<file path="src/rtl/fb_pixel_shifter.sv">
module fb_pixel_shifter #(
  parameter int ADDR_W = 16,
  parameter logic [ADDR_W-1:0] BASE_ADDR = 16'h0100,
  parameter int LINE_BYTES = 52,
  parameter int PIX_CLKS = 3,
  parameter int BYTE_BITS = 8
) (
  input  logic                 clk,
  input  logic                 rst_n,
  input  logic                 frame_start,
  input  logic                 line_start,
  input  logic                 active,
  output logic                 rd_en,
  output logic [ADDR_W-1:0]    rd_addr,
  input  logic [BYTE_BITS-1:0] rd_data,
  output logic                 pix_out
);
  localparam int SUB_W = (PIX_CLKS > 2) ? $clog2(PIX_CLKS) : 1;
  localparam int BIT_W = $clog2(BYTE_BITS);
  localparam int CNT_W = $clog2(LINE_BYTES);

  logic [ADDR_W-1:0]    ptr;
  logic [BYTE_BITS-1:0] sh;
  logic [SUB_W-1:0]     sub;
  logic [BIT_W-1:0]     bitn;
  logic [CNT_W-1:0]     byten;
  logic                 busy, first;

  wire last_sub  = sub == SUB_W'(PIX_CLKS - 1);
  wire last_bit  = bitn == BIT_W'(BYTE_BITS - 1);
  wire more      = byten != CNT_W'(LINE_BYTES - 1);
  wire mid_fetch = busy && last_bit && (sub == SUB_W'(PIX_CLKS - 2)) && more;

  assign rd_en   = line_start | mid_fetch;
  assign rd_addr = ptr;
  assign pix_out = busy & active & sh[0];

  always_ff @(posedge clk or negedge rst_n)
    if (!rst_n)           ptr <= BASE_ADDR;
    else if (frame_start) ptr <= BASE_ADDR;
    else if (rd_en)       ptr <= ptr + 1'b1;

  always_ff @(posedge clk or negedge rst_n) begin
    if (!rst_n) begin
      busy <= 1'b0; first <= 1'b0; sh <= '0;
      sub <= '0; bitn <= '0; byten <= '0;
    end else if (line_start) begin
      first <= 1'b1; busy <= 1'b0; sh <= '0;
    end else if (first) begin
      first <= 1'b0; busy <= 1'b1; sh <= rd_data;
      sub <= '0; bitn <= '0; byten <= '0;
    end else if (busy) begin
      if (!last_sub) sub <= sub + 1'b1;
      else begin
        sub <= '0;
        if (!last_bit) begin
          bitn <= bitn + 1'b1;
          sh   <= sh >> 1;
        end else begin
          bitn <= '0;
          if (more) begin
            byten <= byten + 1'b1;
            sh    <= rd_data;
          end else begin
            busy <= 1'b0;
            sh   <= '0;
          end
        end
      end
    end
  end
endmodule

</file>
<file path="config.mk">
export PLATFORM = sky130hd
export DESIGN_NAME = fb_pixel_shifter
export DESIGN_NICKNAME = d
export VERILOG_FILES = /design/src/rtl/fb_pixel_shifter.sv
export SDC_FILE = /design/constraint.sdc
export NUM_CORES = 1
export LEC_CHECK = 0
export BUFFER_PORTS_ARGS = -buffer_cell sky130_fd_sc_hd__clkbuf_2
export CORE_ASPECT_RATIO = 1.25
export CORE_UTILIZATION = 30
export CTS_BUF_LIST = sky130_fd_sc_hd__clkbuf_2 sky130_fd_sc_hd__clkbuf_4 sky130_fd_sc_hd__clkbuf_8
export CTS_CLUSTER_SIZE = 20
export DETAILED_ROUTE_END_ITERATION = 6
export GPL_TIMING_DRIVEN = 0
export PLACE_DENSITY_LB_ADDON = 0.05
export SYNTH_ARGS = -nofsm -noshare
export SYNTH_HDL_FRONTEND = slang
export SYNTH_SLANG_ARGS = --single-unit
</file>
<file path="constraint.sdc">
create_clock -name clk -period 3.12 [get_ports clk]
set_input_delay 0.156 -clock clk [delete_from_list [all_inputs] [get_ports clk]]
set_output_delay 0.156 -clock clk [all_outputs]
set_load 0.01 [all_outputs]
</file>
# ---- Yosys cells after proc, flatten, opt, wreduce, memory -nomap -nowiden
# Index checks and enable logic that the tools add are counted.
# Widths: inputs -> output; s select.
dict set report word_totals {
  latch_bits 0
  in_bits 13
  mem_count 0
  register_bits 37
  wordCells 60
  rom_bits 0
  output_inout_bits 18
  ram_bits 0
}
dict set report op_classes {
  n_div 0
  n_mux 27
  shifts 0
  magnitude_cmp 0
  addsub 4
  n_bitwise 4
  multipliers 0
  n_eq_ne 4
  reduce_logical 14
}
# op n
set ops {}
lappend ops {{$mux 8} 6}
lappend ops {{$mux 16} 2}
lappend ops {{$mux 6} 5}
lappend ops {{$add 16x1->16 const B} 1}
lappend ops {{$mux 3} 4}
lappend ops {{$reduce_bool 2->1} 5}
lappend ops {{$mux 1} 7}
lappend ops {{$add 6x1->6 const B} 1}
lappend ops {{$mux 2} 3}
lappend ops {{$ne 6x6->1 const B} 1}
lappend ops {{$reduce_bool 3->1} 2}
lappend ops {{$reduce_and 5->1} 1}
lappend ops {{$reduce_and 2->1} 2}
lappend ops {{$add 3x1->3 const B} 1}
lappend ops {{$eq 3x3->1 const B} 1}
lappend ops {{$logic_and 1x1->1} 3}
lappend ops {{$reduce_and 3->1} 1}
lappend ops {{$add 2x1->2 const B} 1}
lappend ops {{$and 1x1->1} 2}
lappend ops {{$eq 2x1->1 const B} 1}
lappend ops {{$eq 2x2->1 const B} 1}
lappend ops {{$not 1->1} 1}
lappend ops {{$or 1x1->1} 1}

# ---- Logic depth before layout (Yosys ltp)
dict set report depth {
  depth_word 7
  depth_mapped 8
  ltp_nobuf 6
}

# ---- Worst setup path before layout
# Ideal clock, no wire load.
dict set report synth_path {
  kind {register to register}
  startpoint {register bitn[0]}
  endpoint {register ptr[13] (netlist: rd_addr[13])}
  stages_incl_launch_ff 8
  n_path_buf 1
  path_slack_ns 1.301
  arrival_ns 1.741
  setup_ns 0.078
  synth_period_minus_slack_ns 1.819
  required_time_ns 3.042
  path_cell_list {dfrtp_1 -> ha_1 -> ha_1 -> and4b_1 -> o22ai_2 -> buf_6 -> or4_1 -> a21oi_1}
}
dict set report synth_via {
  elab_chain_len 6
}
# item line
set synth_rtl {}
lappend synth_rtl {{start: declaration} 25} ;# logic [BIT_W-1:0] bitn;
lappend synth_rtl {{start signal: assignment} 57} ;# bitn <= bitn + 1'b1;
lappend synth_rtl {{$eq 3x3->1} 30} ;# wire last_bit = bitn == BIT_W'(BYTE_BITS - 1);
lappend synth_rtl {{$logic_and 1x1->1 (3 in a row)} 32} ;# wire mid_fetch = busy && last_bit && (sub == SUB_W'(PIX_CLKS - 2)) && more;
lappend synth_rtl {{$or 1x1->1} 34} ;# assign rd_en = line_start | mid_fetch;
lappend synth_rtl {{$reduce_bool 2->1 (no source line)} -}
lappend synth_rtl {{end signal: assignment} 41} ;# else if (rd_en) ptr <= ptr + 1'b1;
lappend synth_rtl {{end: declaration} 22} ;# logic [ADDR_W-1:0] ptr;
# No other way between the ends.
# A chain may end at the register's enable or synchronous reset.

# ---- Worst setup path in the final report
dict set report layout_path {
  startpoint {register byten[0]}
  endpoint {output port rd_en}
}
dict set report layout_via {
  elab_chain_len 3
}
# item line
set layout_rtl {}
lappend layout_rtl {{start: declaration} 26} ;# logic [CNT_W-1:0] byten;
lappend layout_rtl {{start signal: assignment} 62} ;# byten <= byten + 1'b1;
lappend layout_rtl {{$ne 6x6->1} 31} ;# wire more = byten != CNT_W'(LINE_BYTES - 1);
lappend layout_rtl {{$logic_and 1x1->1} 32}
lappend layout_rtl {{$or 1x1->1} 34}
lappend layout_rtl {{end: declaration} 13} ;# output logic rd_en,
# No other way between the ends.

==> flow_metrics.env <==
export IMPL_run_status="complete, no violations"
export IMPL_cp_required_ns=2.96
export IMPL_tns_ns=0
export IMPL_worstSetupStartpointType="flip-flop"
export IMPL_utilization_pct=36.56
export IMPL_synthArstFlopShare_pct=100.0
export IMPL_critPathMaxFanout=10
export IMPL_grt_total_usage_pct=16.71
export IMPL_portBuffers=29
export IMPL_finalMaxSlewViolations=0
export IMPL_synth_seq_area_share_pct=46.11
export IMPL_cts_setup_buffers=0
export IMPL_end_kind="output port"
export IMPL_grt_ovfl_total=0
export IMPL_clock_path_buffers=2
export IMPL_die_h_um=93.53
export IMPL_clock_root_buffer="clkbuf_8"
export IMPL_wl_per_cell_um=15.77
export IMPL_die_x_um=75.23
export IMPL_worst_r2r_endpoint="sh[6]"
export IMPL_cp_arrival_ns=2.09
export IMPL_rsz0062_at_grt="no"
export IMPL_yosys_area_share_xor_xnor_pct=0.4356
export IMPL_r2r_start="byten[0]"
export IMPL_synth_area_um2=2011
export IMPL_ys_flop_type="dfrtp_1"
export IMPL_rr_worst_depth=5
export IMPL_dieArea_um2=7036
export IMPL_post_dp_hpwl_mm=3.574
export IMPL_multi_input_area_um2=996.0
export IMPL_hp_class="in2async"
export IMPL_rows=33
export IMPL_synth_compound_area_share_pct=22.34
export IMPL_layout_commonest_cell="dfrtp_1"
export IMPL_grt_pass1_wl_mm=8.811
export IMPL_htree_levels=2
export IMPL_initial_utilization_pct=30.82
export IMPL_drt_initial_drc_count=39
export IMPL_drtPass1Iterations=4
export IMPL_ys_types=45
export IMPL_clock_latency_ns=0.29
export IMPL_peakVddDrop_v=0.0002405
export IMPL_via_count=1769
export IMPL_path_class="reg2out"
export IMPL_cts_tree="yes"
export IMPL_hold_violations=0
export IMPL_grt_pass1_vias=1781
export IMPL_ys_seq_elements=37
export IMPL_synthCells=204
export IMPL_period_share_pct=72.13
export IMPL_n_antenna_cell=0
export IMPL_synth_mux_area_share_pct=1.058
export IMPL_cts_hold_buffers=0
export IMPL_nFillCells=709
export IMPL_skew_ns=0.009604
export IMPL_synthAdderAreaFrac_pct=3.111
export IMPL_drive_gt1_share_pct=22.41
export IMPL_io_pins=31
export IMPL_synth_edff_count=0
export IMPL_cts_buffers=5
export IMPL_relSlewSlack_pct=34.81
export IMPL_synth_simple_area_share_pct=22.59
export IMPL_syn_area_per_cell_um2=9.856
export IMPL_layout_nets=258
export IMPL_drt_total_wl_mm=5.173
export IMPL_setup_violations=0
export IMPL_r2r_slack_ns=1.01
export IMPL_period_needed_ns=2.250
export IMPL_design_core_area_um2=6524
export IMPL_max_freq_mhz=444.4
export IMPL_path_clk_slew_ns=0.08
export IMPL_grt_antenna_before_repair=0
export IMPL_p_per_area_nw_per_um2=452.6
export IMPL_routabilityCongestion=0.7428
export IMPL_vias_per_cell=5.393
export IMPL_synth_top_family_by_area="simple AND/OR/NAND/NOR gates"
export IMPL_ant_nets=0
export IMPL_layout_common_cells="dfrtp_1, clkbuf_2, a21oi_1, nand2_1, nor2_1"
export IMPL_grt_max_degree=38
export IMPL_synth_warnings=0
export IMPL_drc=0
export IMPL_area_delta_synth_final_pct=18.61
export IMPL_ctsResizeCount=0
export IMPL_max_cap_violations=0
export IMPL_clock_sinks=37
export IMPL_ff_latch_area_um2=927.1
export IMPL_leakage_nw=1.047
export IMPL_syn_nets=222
export IMPL_tightest_slew_ns=0.9779
## how the worst max path moves through the flow
stage / startpoint / cells after the start / slack [ns] / end
final: byten[0] / 7 / 0.87 / rd_en
after global routing: byten[0] / 7 / 0.73 / rd_en
after CTS: byten[0] / 7 / 0.84 / rd_en
after detailed placement: byten[0] / 5 / 1.04 / sh[0]
after global placement: byten[0] / 5 / 1.00 / sh[6]
after floorplan: bitn[0] / 7 / 1.30 / rd_addr[13]
## layout make-up
type	instances	area share [%]
Clock inverter	1	1.259
Timing Repair Buffer	29	6.086
Tap cell	87	4.565
Buffer	10	2.886
Multi-Input combinational cell	152	41.76
Inverter	5	0.7870
Sequential cell	37	38.88
Clock buffer	7	3.778
## flip-flops by register name (all words and copies together) (netlist names)
name / cells
byten: 6
rd_addr: 16
first: 1
bitn: 3
sub: 2
sh: 8
busy: 1
## cell usage after synthesis (3+ instances only)
| cell | number | area (um2) |
|---|---|---|
| nand4_1 | 5 | 31.28 |
| dfrtp_1 | 36 | 900.9 |
| o21ai_0 | 13 | 65.06 |
| ha_1 | 5 | 62.56 |
| and4_1 | 3 | 26.28 |
| buf_6 | 3 | 33.78 |
| a21oi_1 | 15 | 75.07 |
| o41ai_1 | 3 | 26.28 |
| clkbuf_1 | 3 | 11.26 |
| a221o_1 | 7 | 70.07 |
| nor2_1 | 14 | 52.55 |
| a21o_1 | 3 | 22.52 |
| or4_1 | 8 | 60.06 |
| or3_2 | 4 | 30.03 |
| inv_1 | 5 | 18.77 |
| nand2b_1 | 3 | 18.77 |
| nor3b_1 | 3 | 22.52 |
| nand3_1 | 8 | 40.04 |
| nand2_1 | 15 | 56.30 |
| a22oi_1 | 6 | 45.04 |
| o31ai_1 | 11 | 82.58 |
## per-layer routing
layer | global-route usage (%) | vias to the layer above | part of all wire [%] | wire, um
met5 | 0 | - | 0 | 0
met4 | 6.790 | 0 | 2.7 | 142
met3 | 3.233 | 10 | 2.7 | 138
met2 | 28.60 | 33 | 51 | 2630
met1 | 20.12 | 870 | 44 | 2262
li1 | - | 856 | - | -
## through the flow
step	setup WS, ns	cells	hold WS [ns]	total power [mW]	area [um2]
after global routing	0.7302	328	0.09127	1.138	2385
final	0.8696	328	0.009824	1.079	2385
after detailed placement	1.041	320	0.3812	0.6449	2265
after global placement	1.003	320	0.3758	0.6443	2265
after CTS	0.8411	328	0.05968	1.097	2385
after floorplan	1.301	204	-0.1396	0.5976	2011
## power breakdown
group | total (mW) | internal (mW) | switching [mW] | leakage, nW
clock | 0.446 | 0.270 | 0.177 | 0.0619
combinational | 0.110 | 0.0434 | 0.0668 | 0.484
sequential | 0.523 | 0.502 | 0.0209 | 0.501
total | 1.08 | 0.815 | 0.265 | 1.05
## logic make-up after synthesis
group | Yosys count
AND/OR/NAND/NOR | 79
adder cells (fa/ha/maj) | 5
XOR/XNOR | 1
flip-flops | 37
multiplexers | 2
AO/OA/AOI/OAI | 65
buffers and inverters | 15
## critical path: stages, from the launching register on
cell and delay [ns]:
dfrtp_1 0.40, ha_1 0.23, or3b_1 0.42, o22ai_2 0.27
buf_6 0.18, buf_6 0.15, inv_1 0.04, clkbuf_2 0.11
(Power assumes the default switching activity.)
